<file path="config.mk">
export PLATFORM = sky130hd
export DESIGN_NAME = wp_cache
export DESIGN_NICKNAME = d
export VERILOG_FILES = /design/src/rtl/wpc_pkg.sv /design/src/rtl/wpc_tag_store.sv /design/src/rtl/wpc_data_store.sv /design/src/rtl/wpc_pred_table.sv /design/src/rtl/wp_cache.sv
export SDC_FILE = /design/constraint.sdc
export NUM_CORES = 2
export LEC_CHECK = 0
export BUFFER_PORTS_ARGS = -buffer_cell sky130_fd_sc_hd__buf_2
export CORE_AREA = 2 2 773 775
export CTS_CLUSTER_DIAMETER = 60
export DETAILED_ROUTE_END_ITERATION = 8
export DIE_AREA = 0 0 775 777
export GPL_ROUTABILITY_DRIVEN = 0
export SLEW_MARGIN = 10
export SYNTH_ARGS = -nofsm -noshare
export SYNTH_HDL_FRONTEND = slang
export SYNTH_MEMORY_MAX_BITS = 65536
export SYNTH_SLANG_ARGS = --single-unit
</file>
<file path="constraint.sdc">
create_clock -name clk -period 5.6 [get_ports clk]
set_input_delay 0.28 -clock clk [delete_from_list [all_inputs] [get_ports clk]]
set_output_delay 0.28 -clock clk [all_outputs]
set_load 0.005 [all_outputs]
</file>
<file path="src/rtl/wpc_pkg.sv">
package wpc_pkg;
  localparam int WAYS = 2;

  typedef enum logic [2:0] {
    ST_IDLE,
    ST_LK1,
    ST_LK2,
    ST_FREQ,
    ST_FDATA,
    ST_RESP
  } wpc_state_e;
endpackage

</file>
<file path="src/rtl/wpc_tag_store.sv">
module wpc_tag_store
  import wpc_pkg::*;
#(
  parameter int SETS  = 16,
  parameter int TAG_W = 10
) (
  input  logic                     clk,
  input  logic                     rst_n,
  input  logic [$clog2(SETS)-1:0]  rd_idx,
  input  logic                     rd_way,
  output logic                     rd_valid,
  output logic [TAG_W-1:0]         rd_tag,
  input  logic                     wr_en,
  input  logic [$clog2(SETS)-1:0]  wr_idx,
  input  logic                     wr_way,
  input  logic [TAG_W-1:0]         wr_tag
);
  logic [WAYS-1:0]  vld_w;
  logic [TAG_W-1:0] tag_w [WAYS];

  for (genvar w = 0; w < WAYS; w++) begin : g_way
    localparam logic WAY_ID = 1'(w);
    logic [SETS-1:0]  vld_q;
    logic [SETS-1:0]  vld_d;
    logic [TAG_W-1:0] tag_q [SETS];
    logic             we;

    assign we = wr_en && (wr_way == WAY_ID);

    always_comb begin
      vld_d = vld_q;
      if (we) vld_d[wr_idx] = 1'b1;
    end

    always_ff @(posedge clk or negedge rst_n) begin
      if (!rst_n)  vld_q <= '0;
      else if (we) vld_q <= vld_d;
    end

    always_ff @(posedge clk) begin
      if (we) tag_q[wr_idx] <= wr_tag;
    end

    assign vld_w[w] = vld_q[rd_idx];
    assign tag_w[w] = tag_q[rd_idx];
  end

  assign rd_valid = vld_w[rd_way];
  assign rd_tag   = tag_w[rd_way];
endmodule

</file>
<file path="src/rtl/wpc_data_store.sv">
module wpc_data_store
  import wpc_pkg::*;
#(
  parameter int SETS   = 16,
  parameter int WORDS  = 4,
  parameter int DATA_W = 32
) (
  input  logic                                   clk,
  input  logic [$clog2(SETS)+$clog2(WORDS)-1:0]  rd_addr,
  input  logic                                   rd_way,
  output logic [DATA_W-1:0]                      rd_data,
  input  logic                                   wr_en,
  input  logic [$clog2(SETS)+$clog2(WORDS)-1:0]  wr_addr,
  input  logic                                   wr_way,
  input  logic [DATA_W-1:0]                      wr_data
);
  localparam int DEPTH = SETS * WORDS;

  logic [DATA_W-1:0] data_w [WAYS];

  for (genvar w = 0; w < WAYS; w++) begin : g_way
    localparam logic WAY_ID = 1'(w);
    logic [DATA_W-1:0] mem_q [DEPTH];

    always_ff @(posedge clk) begin
      if (wr_en && (wr_way == WAY_ID)) mem_q[wr_addr] <= wr_data;
    end

    assign data_w[w] = mem_q[rd_addr];
  end

  assign rd_data = data_w[rd_way];
endmodule

</file>
<file path="src/rtl/wpc_pred_table.sv">
module wpc_pred_table #(
  parameter int SETS = 16
) (
  input  logic                     clk,
  input  logic                     rst_n,
  input  logic [$clog2(SETS)-1:0]  rd_idx,
  output logic                     rd_way,
  input  logic                     wr_en,
  input  logic [$clog2(SETS)-1:0]  wr_idx,
  input  logic                     wr_way
);
  logic [SETS-1:0] pred_q;
  logic [SETS-1:0] pred_d;

  always_comb begin
    pred_d = pred_q;
    if (wr_en) pred_d[wr_idx] = wr_way;
  end

  always_ff @(posedge clk or negedge rst_n) begin
    if (!rst_n)     pred_q <= '0;
    else if (wr_en) pred_q <= pred_d;
  end

  assign rd_way = pred_q[rd_idx];
endmodule

</file>
<file path="src/rtl/wp_cache.sv">
module wp_cache
  import wpc_pkg::*;
#(
  parameter int ADDR_W = 16,
  parameter int SETS   = 16,
  parameter int WORDS  = 4,
  parameter int DATA_W = 32
) (
  input  logic                        clk,
  input  logic                        rst_n,
  input  logic                        req_valid,
  output logic                        req_ready,
  input  logic [ADDR_W-1:0]           req_addr,
  output logic                        rsp_valid,
  output logic [DATA_W-1:0]           rsp_data,
  output logic                        rsp_slow,
  output logic                        mem_req_valid,
  input  logic                        mem_req_ready,
  output logic [ADDR_W-$clog2(WORDS)-1:0] mem_req_line,
  input  logic                        mem_rsp_valid,
  input  logic [DATA_W-1:0]           mem_rsp_data
);
  localparam int OFF_W  = $clog2(WORDS);
  localparam int IDX_W  = $clog2(SETS);
  localparam int TAG_W  = ADDR_W - OFF_W - IDX_W;
  localparam int LINE_W = ADDR_W - OFF_W;
  localparam logic [OFF_W-1:0] LAST_BEAT = OFF_W'(WORDS - 1);

  // reset synchronizer: asserts at once, releases on the clock
  logic rst_s1_q, rst_s2_q;
  always_ff @(posedge clk or negedge rst_n) begin
    if (!rst_n) begin
      rst_s1_q <= 1'b0;
      rst_s2_q <= 1'b0;
    end else begin
      rst_s1_q <= 1'b1;
      rst_s2_q <= rst_s1_q;
    end
  end
  logic rst_i_n;
  assign rst_i_n = rst_s2_q;

  wpc_state_e        state_q, state_d;
  logic [ADDR_W-1:0] addr_q, addr_d;
  logic [OFF_W-1:0]  beat_q, beat_d;
  logic              addr_en, beat_en;

  logic [OFF_W-1:0]  off;
  logic [IDX_W-1:0]  idx;
  logic [TAG_W-1:0]  tag;
  assign off = addr_q[OFF_W-1:0];
  assign idx = addr_q[OFF_W +: IDX_W];
  assign tag = addr_q[ADDR_W-1 -: TAG_W];

  logic             pred_way, sel_way, victim;
  logic             way_valid;
  logic [TAG_W-1:0] way_tag;
  logic             hit;
  logic             accept;
  logic             fill_beat, fill_last;
  logic             pred_we;

  // lookup steering: guessed way first, other way in the second cycle
  assign sel_way   = (state_q == ST_LK2) ? ~pred_way : pred_way;
  assign victim    = ~pred_way;
  assign hit       = way_valid && (way_tag == tag);
  assign fill_beat = (state_q == ST_FDATA) && mem_rsp_valid;
  assign fill_last = fill_beat && (beat_q == LAST_BEAT);
  assign pred_we   = ((state_q == ST_LK2) && hit) || fill_last;

  assign req_ready     = (state_q == ST_IDLE) || ((state_q == ST_LK1) && hit);
  assign accept        = req_valid && req_ready;
  assign rsp_valid     = (((state_q == ST_LK1) || (state_q == ST_LK2)) && hit)
                         || (state_q == ST_RESP);
  assign rsp_slow      = rsp_valid && (state_q != ST_LK1);
  assign mem_req_valid = (state_q == ST_FREQ);
  assign mem_req_line  = addr_q[ADDR_W-1 -: LINE_W];

  always_comb begin
    state_d = state_q;
    unique case (state_q)
      ST_IDLE:  if (accept) state_d = ST_LK1;
      ST_LK1:   if (hit) state_d = accept ? ST_LK1 : ST_IDLE;
                else     state_d = ST_LK2;
      ST_LK2:   state_d = hit ? ST_IDLE : ST_FREQ;
      ST_FREQ:  if (mem_req_ready) state_d = ST_FDATA;
      ST_FDATA: if (fill_last) state_d = ST_RESP;
      ST_RESP:  state_d = ST_IDLE;
      default:  state_d = ST_IDLE;
    endcase
  end

  always_comb begin
    addr_en = accept;
    addr_d  = req_addr;
    beat_en = fill_beat || (state_q == ST_FREQ);
    beat_d  = (state_q == ST_FREQ) ? '0 : beat_q + 1'b1;
  end

  always_ff @(posedge clk or negedge rst_i_n) begin
    if (!rst_i_n) state_q <= ST_IDLE;
    else          state_q <= state_d;
  end

  always_ff @(posedge clk or negedge rst_i_n) begin
    if (!rst_i_n)     addr_q <= '0;
    else if (addr_en) addr_q <= addr_d;
  end

  always_ff @(posedge clk or negedge rst_i_n) begin
    if (!rst_i_n)     beat_q <= '0;
    else if (beat_en) beat_q <= beat_d;
  end

  wpc_pred_table #(.SETS(SETS)) u_pred (
    .clk    (clk),
    .rst_n  (rst_i_n),
    .rd_idx (idx),
    .rd_way (pred_way),
    .wr_en  (pred_we),
    .wr_idx (idx),
    .wr_way (victim)
  );

  wpc_tag_store #(.SETS(SETS), .TAG_W(TAG_W)) u_tags (
    .clk      (clk),
    .rst_n    (rst_i_n),
    .rd_idx   (idx),
    .rd_way   (sel_way),
    .rd_valid (way_valid),
    .rd_tag   (way_tag),
    .wr_en    (fill_last),
    .wr_idx   (idx),
    .wr_way   (victim),
    .wr_tag   (tag)
  );

  wpc_data_store #(.SETS(SETS), .WORDS(WORDS), .DATA_W(DATA_W)) u_data (
    .clk     (clk),
    .rd_addr ({idx, off}),
    .rd_way  (sel_way),
    .rd_data (rsp_data),
    .wr_en   (fill_beat),
    .wr_addr ({idx, beat_q}),
    .wr_way  (victim),
    .wr_data (mem_rsp_data)
  );
endmodule

</file>
### Word level (Yosys, flattened, before mapping)

Memory sizes are Yosys's and may differ from the RTL's.
Cells that the tools add are included.

* equality and inequality tests: 11
* magnitude comparators: 4
* mux-type cells: 34
* bitwise gates (word level): 4
* add/sub/neg operators: 1
* shift-type cells: 0
* reductions and logical operators: 20
* multipliers: 0
* div/mod/pow operators: 0

Operator list (number)
* $mux W32: 3
* $or A16 B16 Y16: 2
* $mux W10: 3
* $bwmux W16: 1
* $mux W1: 16
* $pmux W3 S5: 1
* $logic_and A1 B1 Y1: 13
* $bmux W1 S4: 3
* $eq A10 B10 Y1: 1
* $mux W3: 3
* $eq A3 B2 Y1 const B: 2
* $eq A3 B3 Y1 const B: 2
* $mux W2: 3
* $logic_or A1 B1 Y1: 5
* $lt A4 B5 Y1 const B: 1
* $demux W1 S4: 1
* $ge A4 B1 Y1 const B: 1
* $ne A2 B2 Y1 const B: 2
* $eq A3 B1 Y1 const B: 1
* $logic_not A3 Y1: 1
* $ne A3 B1 Y1 const B: 1
* $reduce_and A3 Y1: 1
* $add A2 B1 Y2 const B: 1
* $eq A2 B2 Y1 const B: 1
* 5 further kinds: 5

* output and inout port bits: 50
* register bits: 71
* RAM bits: 4416
* bits in read-only memories: 0
* memories: 4
* bits in latches: 0
* logic and storage cells: 86
* input port bits: 53

Memory list
* u_data.g_way[0].mem_q: words 64, width 32, rd ports 1, clocked after Yosys merged registers in 0, wr ports 1, RTL line wpc_data_store.sv:23 `logic [DATA_W-1:0] mem_q [DEPTH];`
* u_data.g_way[1].mem_q: words 64, width 32, rd ports 1, clocked after Yosys merged registers in 0, wr ports 1, RTL line wpc_data_store.sv:23
* u_tags.g_way[0].tag_q: words 16, width 10, rd ports 1, clocked after Yosys merged registers in 0, wr ports 1, RTL line wpc_tag_store.sv:25 `logic [TAG_W-1:0] tag_q [SETS];`
* u_tags.g_way[1].tag_q: words 16, width 10, rd ports 1, clocked after Yosys merged registers in 0, wr ports 1, RTL line wpc_tag_store.sv:25

### Logic depth before layout (Yosys ltp)

* depth after elaboration: 16
* mapped depth: 16
* mapped depth without buffers: 9

### Cells and area by module

From an unflattened synthesis, not the netlist that was laid out.

* cell total of the unflattened synthesis: 7099
* area total of the unflattened synthesis: 172424.1 µm²

Modules (own cells, without submodules)
* wpc_data_store: area each 155689.3 µm², cells each 5965, times used 1, sequential area each 122998.0 µm²
* wpc_tag_store: area each 14015.9 µm², cells each 827, times used 1, sequential area each 10410.0 µm²
* wp_cache: area each 1864.3 µm², cells each 241, times used 1, sequential area each 575.6 µm²
* wpc_pred_table: area each 854.6 µm², cells each 66, times used 1, sequential area each 400.4 µm²

### Worst setup path before layout

No wires, ideal clock.

* path kind: register -> register
* start: register addr_q[2]
* end: memory u_data.g_way[0].mem_q[53][0], enable pin
* clock period less this slack: 5024 ps
* library setup time: 421 ps
* cell stages (with the launch flop): 14
* data required time: 5179 ps
* setup slack: 576 ps
* arrival time: 4603 ps
* path buffers: 11
* cell sequence: dfrtp_1 buf_2 buf_2 buf_2 buf_2 buf_2 buf_2 buf_2 buf_2 buf_2 clkbuf_1 nand3b_1 clkbuf_1 nor2_1

* word-level cells in the longest chain between the ends: 5

RTL lines
* from (decl): RTL line wp_cache.sv:44 `logic [ADDR_W-1:0] addr_q, addr_d;`
* from (signal assigned): RTL line wp_cache.sv:107 `else if (addr_en) addr_q <= addr_d;`
* $bmux W1 S4: RTL line wpc_pred_table.sv:25 `assign rd_way = pred_q[rd_idx];`
* $mux W1 (implied by the code): RTL line wpc_pred_table.sv:25
* $logic_and A1 B1 Y1: RTL line wpc_data_store.sv:26 `if (wr_en && (wr_way == WAY_ID)) mem_q[wr_addr] <= wr_data;`
* $mux W1: RTL line wpc_data_store.sv:26
* $mux W1 (implied by the code): RTL line wpc_data_store.sv:26
* to (decl): RTL line wpc_data_store.sv:23

Parallel ways exist; a longest one is shown, timed or not. The select of a mux whose other input is x is not followed.

### Final worst setup path

* start: register addr_q[5]
* end: output port rsp_data[27]

* word-level cells in the longest chain between the ends: 8
* elaborated cells on any way between the ends: 10
* classes of those cells: mux: 6; bitwise: 2; memory: 2

RTL lines
* $bmux W1 S4: RTL line wpc_pred_table.sv:25
* $mux W1 (implied by the code): RTL line wpc_pred_table.sv:25
* $not A1 Y1: RTL line wp_cache.sv:64 `assign sel_way = (state_q == ST_LK2) ? ~pred_way : pred_way;`
* $mux W1: RTL line wp_cache.sv:64
* $not A1 Y2 (implied by the code): RTL line wpc_data_store.sv:32 `assign rd_data = data_w[rd_way];`
* $mux W32 (implied by the code) (*) (3 in a row): RTL line wpc_data_store.sv:32
* to (decl): RTL line wp_cache.sv:15 `output logic [DATA_W-1:0] rsp_data,`

Mark *: on every way between the ends. The rest lies on a longest branch, timed or not. The select of a mux whose other input is x is not followed.

==> key figures <==
STA
  • Setup TNS: -0.0587 ns
  • Post-Route Skew: 0.0671 ns
  • Max Transition Viols Final: 0
  • Period utilization: 1.01
  • Final-report setup violation count: 1
  • Final critical-path required period: 5.66 ns
  • Count of final hold-check violations: 0
  • Final worst setup slack: -0.0587 ns
  • RSZ-0062 raised after global routing: false
  • Slew at the pin closest to its max-slew limit: 1.25 ns
  • Max_slew headroom: 0.168
  • Max Clk Rate: 177 MHz

Place
  • Cells after DPL: 15,296
  • HPWL Detailed: 301,000 µm
  • Buffers on Ports: 102
  • Worst slack at placement: 0.372 ns

Yosys
  • Commonest register cell after synthesis: edfxtp_1
  • Synthesized netlist net count: 7,355
  • Post-synthesis cell count: 7,301
  • Dominant combinational cell family by area after synthesis: multiplexers
  • Post-Synth Adder-Cell Area: 0.0000730
  • Count of state elements after synthesis: 4,487
  • Post-synthesis share of cell area spent on xor and xnor gates: 0.000357
  • Fraction of the yosys area taken by sequential cells: 0.784
  • Netlist Area Pre-Place: 172,000 µm²
  • Unique masters post-synth: 60
  • Count of flip-flops with a built-in enable after synthesis: 4,416
  • Share of synthesized flip-flops with an asynchronous set or reset: 0.0158
  • Area fraction in and, or, nand and nor cells after synthesis: 0.0130
  • Post-synthesis compound-gate area fraction: 0.0175
  • Per-instance average area after synthesis: 23.5 µm²
  • Total of warnings raised by yosys: 0
  • Share of cell area taken by muxes after synthesis: 0.175

Routing
  • Total Routed Length: 498,000 µm
  • Post-DR vias/cell: 5.23
  • Starting DRT DRC Count: 12,451
  • Average wire per cell in the routed design: 30.7 µm
  • Count of antenna-violating nets left after detailed routing: 0
  • Final routed DRC violation total: 0
  • Total via count after detailed routing: 84,827
  • First drt pass iteration count: 6

Clock network
  • Sink Count: 4,487
  • Number of levels the H-tree was split into: 5
  • Clock Pin Slew Worst Setup and Hold Paths: 0.06 ns
  • Buffer levels on the longest clock path: 4
  • TritonCTS clock tree: built
  • Clock tree root buffer cell: clkbuf_16
  • Clock latency reported for the late side of the worst-skew pair: 1.01 ns
  • Number of CTS-inserted buffers: 445

Worst hold path
  • Class of the tightest hold or removal check: in -> reg

Power
  • IR Drop Worst-Case VDD: 0.000409 V
  • Standby leakage power: 0.0615 µW
  • Power Dens Cells: 493 nW/µm²
  • Total power: 99,300 µW

Finish
  • Count of placed standard cells in the final layout, fillers left out: 16,212
  • Area added between synthesis and finish: 17.5%
  • Area of combinational cells with multiple inputs: 36,500 µm²
  • Share of post-route cells with drive strength above 1: 0.325
  • Top library cells by usage in the layout, fill and taps aside: edfxtp_1 (4,416), mux4_2 (1,250), clkbuf_16 (447)
  • Most common cell after layout, fill and taps aside: edfxtp_1
  • # fillers: 54,135
  • Net count, final: 8,034
  • FF+latch area: 134,000 µm²
  • Final core utilization: 0.340

Global route
  • Number of global-route vias before repair: 83,661
  • First-pass GRT wire length: 684,000 µm
  • Overflow left after global routing: 0
  • Maximum number of pins on one net before global-route repair: 90
  • GRT Util Overall: 0.160
  • Number of antenna violations at the first check in global routing: 58

Die
  • Die Y: 777 µm
  • Horiz. Die Dim: 775 µm
  • Ports: 103
  • Standard-cell rows: 283
  • Starting density of the core: 0.289
  • Total Die Area: 602,000 µm²
  • Core area: 593,000 µm²

Worst setup path
  • Max FO, Critical Path: 32
  • Master of the slowest instance on the critical path: nor3_1
  • Most frequent cell on the critical path: buf_4
  • Count of buffering cells on the critical path with inverters included: 5
  • Critical path cell sequence: buf_4 -> nand2_1 -> buf_4 -> nor2_1 -> buf_4 -> a22oi_1 -> nand3_1 -> nor3_1 -> a21oi_1 -> buf_4 -> buf_2
  • Category of the critical setup timing path: reg -> out
  • Critical path startpoint category: register
  • Cell family with most CP delay: simple AND/OR/NAND/NOR gates
  • Worst stage delay on the critical path: 0.94 ns
  • Arrival time at the worst endpoint: 5.38 ns
  • Required time at the worst-slack endpoint: 5.32 ns
  • Critical path capture point type: primary output

Outcome
  • Failing checks: negative setup slack
  • Run status: finished, violations left

Run
  • Count of max-cap constraint violations: 0
## registers in the layout, indices dropped and copies added, names as in the netlist
| name | flops |
|---|---|
| u_tags.g_way.vld_q | 32 |
| u_tags.g_way.tag_q | 320 |
| rst_i_n | 1 |
| beat_q | 2 |
| addr_q | 16 |
| u_data.g_way.mem_q | 4096 |
| u_pred.pred_q | 16 |
| rst_s1_q | 1 |
| state_q | 3 |
## routing by layer
| layer | wire [µm] | vias to the layer above | part of all wire | GRT usage |
|---|---|---|---|---|
| met4 | 18500 | 14 | 0.037 | 0.0534 |
| met5 | 74 | - | 0.00015 | 0 |
| met2 | 228000 | 5038 | 0.46 | 0.248 |
| li1 | - | 32782 | - | - |
| met1 | 196000 | 46188 | 0.39 | 0.221 |
| met3 | 55300 | 805 | 0.11 | 0.0393 |
## worst register-to-register path: cells and delay by family, from the launching register on
family	cells	cell delay (ns)
mux	3	1.27
flops	1	0.71
simple gates	3	1.61
buf+inv	4	1.02
## synthesized netlist by cell type, types with 19 or more instances
cell,number,area share
o22ai_1,25,0.00091
buf_1,80,0.0018
or2_2,34,0.0012
edfxtp_1,4416,0.77
o221ai_1,20,0.0010
nand3_1,41,0.0012
nor2_1,258,0.0056
a22oi_1,107,0.0047
mux4_2,1250,0.16
mux2_2,38,0.0025
mux2i_1,131,0.0076
clkbuf_1,248,0.0054
nand2_1,118,0.0026
a21oi_1,83,0.0024
dfrtp_1,71,0.010
buf_2,76,0.0022
o211ai_1,19,0.00083
o21ai_0,50,0.0015
a22o_1,27,0.0014
## where the power goes
| group | internal (µW) | switching, µW | total (µW) |
|---|---|---|---|
| Combinational | 12400 | 19600 | 32000 |
| Sequential | 37300 | 391 | 37700 |
| Clock | 16800 | 12800 | 29600 |
| Total | 66500 | 32800 | 99300 |
## final cells by class
cell class,count,share of cell area
antenna,21,0.000261
clock buffer,528,0.0571
clock inverter,293,0.0145
inverter,6,0.000124
multi-input combinational,2388,0.181
sequential,4487,0.667
tap,7837,0.0487
timing repair buffer,652,0.0309
## timing repair
action / 4_1_cts / 5_1_grt
hold buffers: 66 / 0
resized for setup: 8 / 3
endpoints found under the setup margin: 24 / 3
cloned: 0 / 0
hold endpoints to repair: 1674 / 0
buffers inserted: 8 / 0
## logic make-up after synthesis
| group | after synthesis |
|---|---|
| xor+xnor | 7 |
| buf+inv | 426 |
| mux | 1435 |
| simple gates | 514 |
| compound gates | 430 |
| flops | 4487 |
| other cells | 1 |
| fa+ha+maj | 1 |
## path summary, 6_finish.rpt
path                        startpoint                             to  slack (ns)  depth (start not counted)
hold / removal             req_addr[3]                      addr_q[3]        0.08                          3
setup reg to reg             addr_q[3]  u_data.g_way[1].mem_q[52][22]        0.66                         10
setup / recovery             addr_q[5]                   rsp_data[27]       -0.06                         11
hold reg to reg               rst_s1_q                        rst_i_n        0.35                          0
max in group asynchronous      rst_i_n                      addr_q[0]        4.35                          0
min in group asynchronous        rst_n                        rst_i_n        0.12                          3
## through the flow
step                cell area (µm²)  hold WS, ns
CTS                          201000      0.00691
floorplan                    172000      -0.0156
finish                       201000       0.0836
detailed placement           186000       0.0678
global route                 201000       0.0844
global placement             186000       0.0652
No activity file was read; power rests on OpenSTA's default activity.
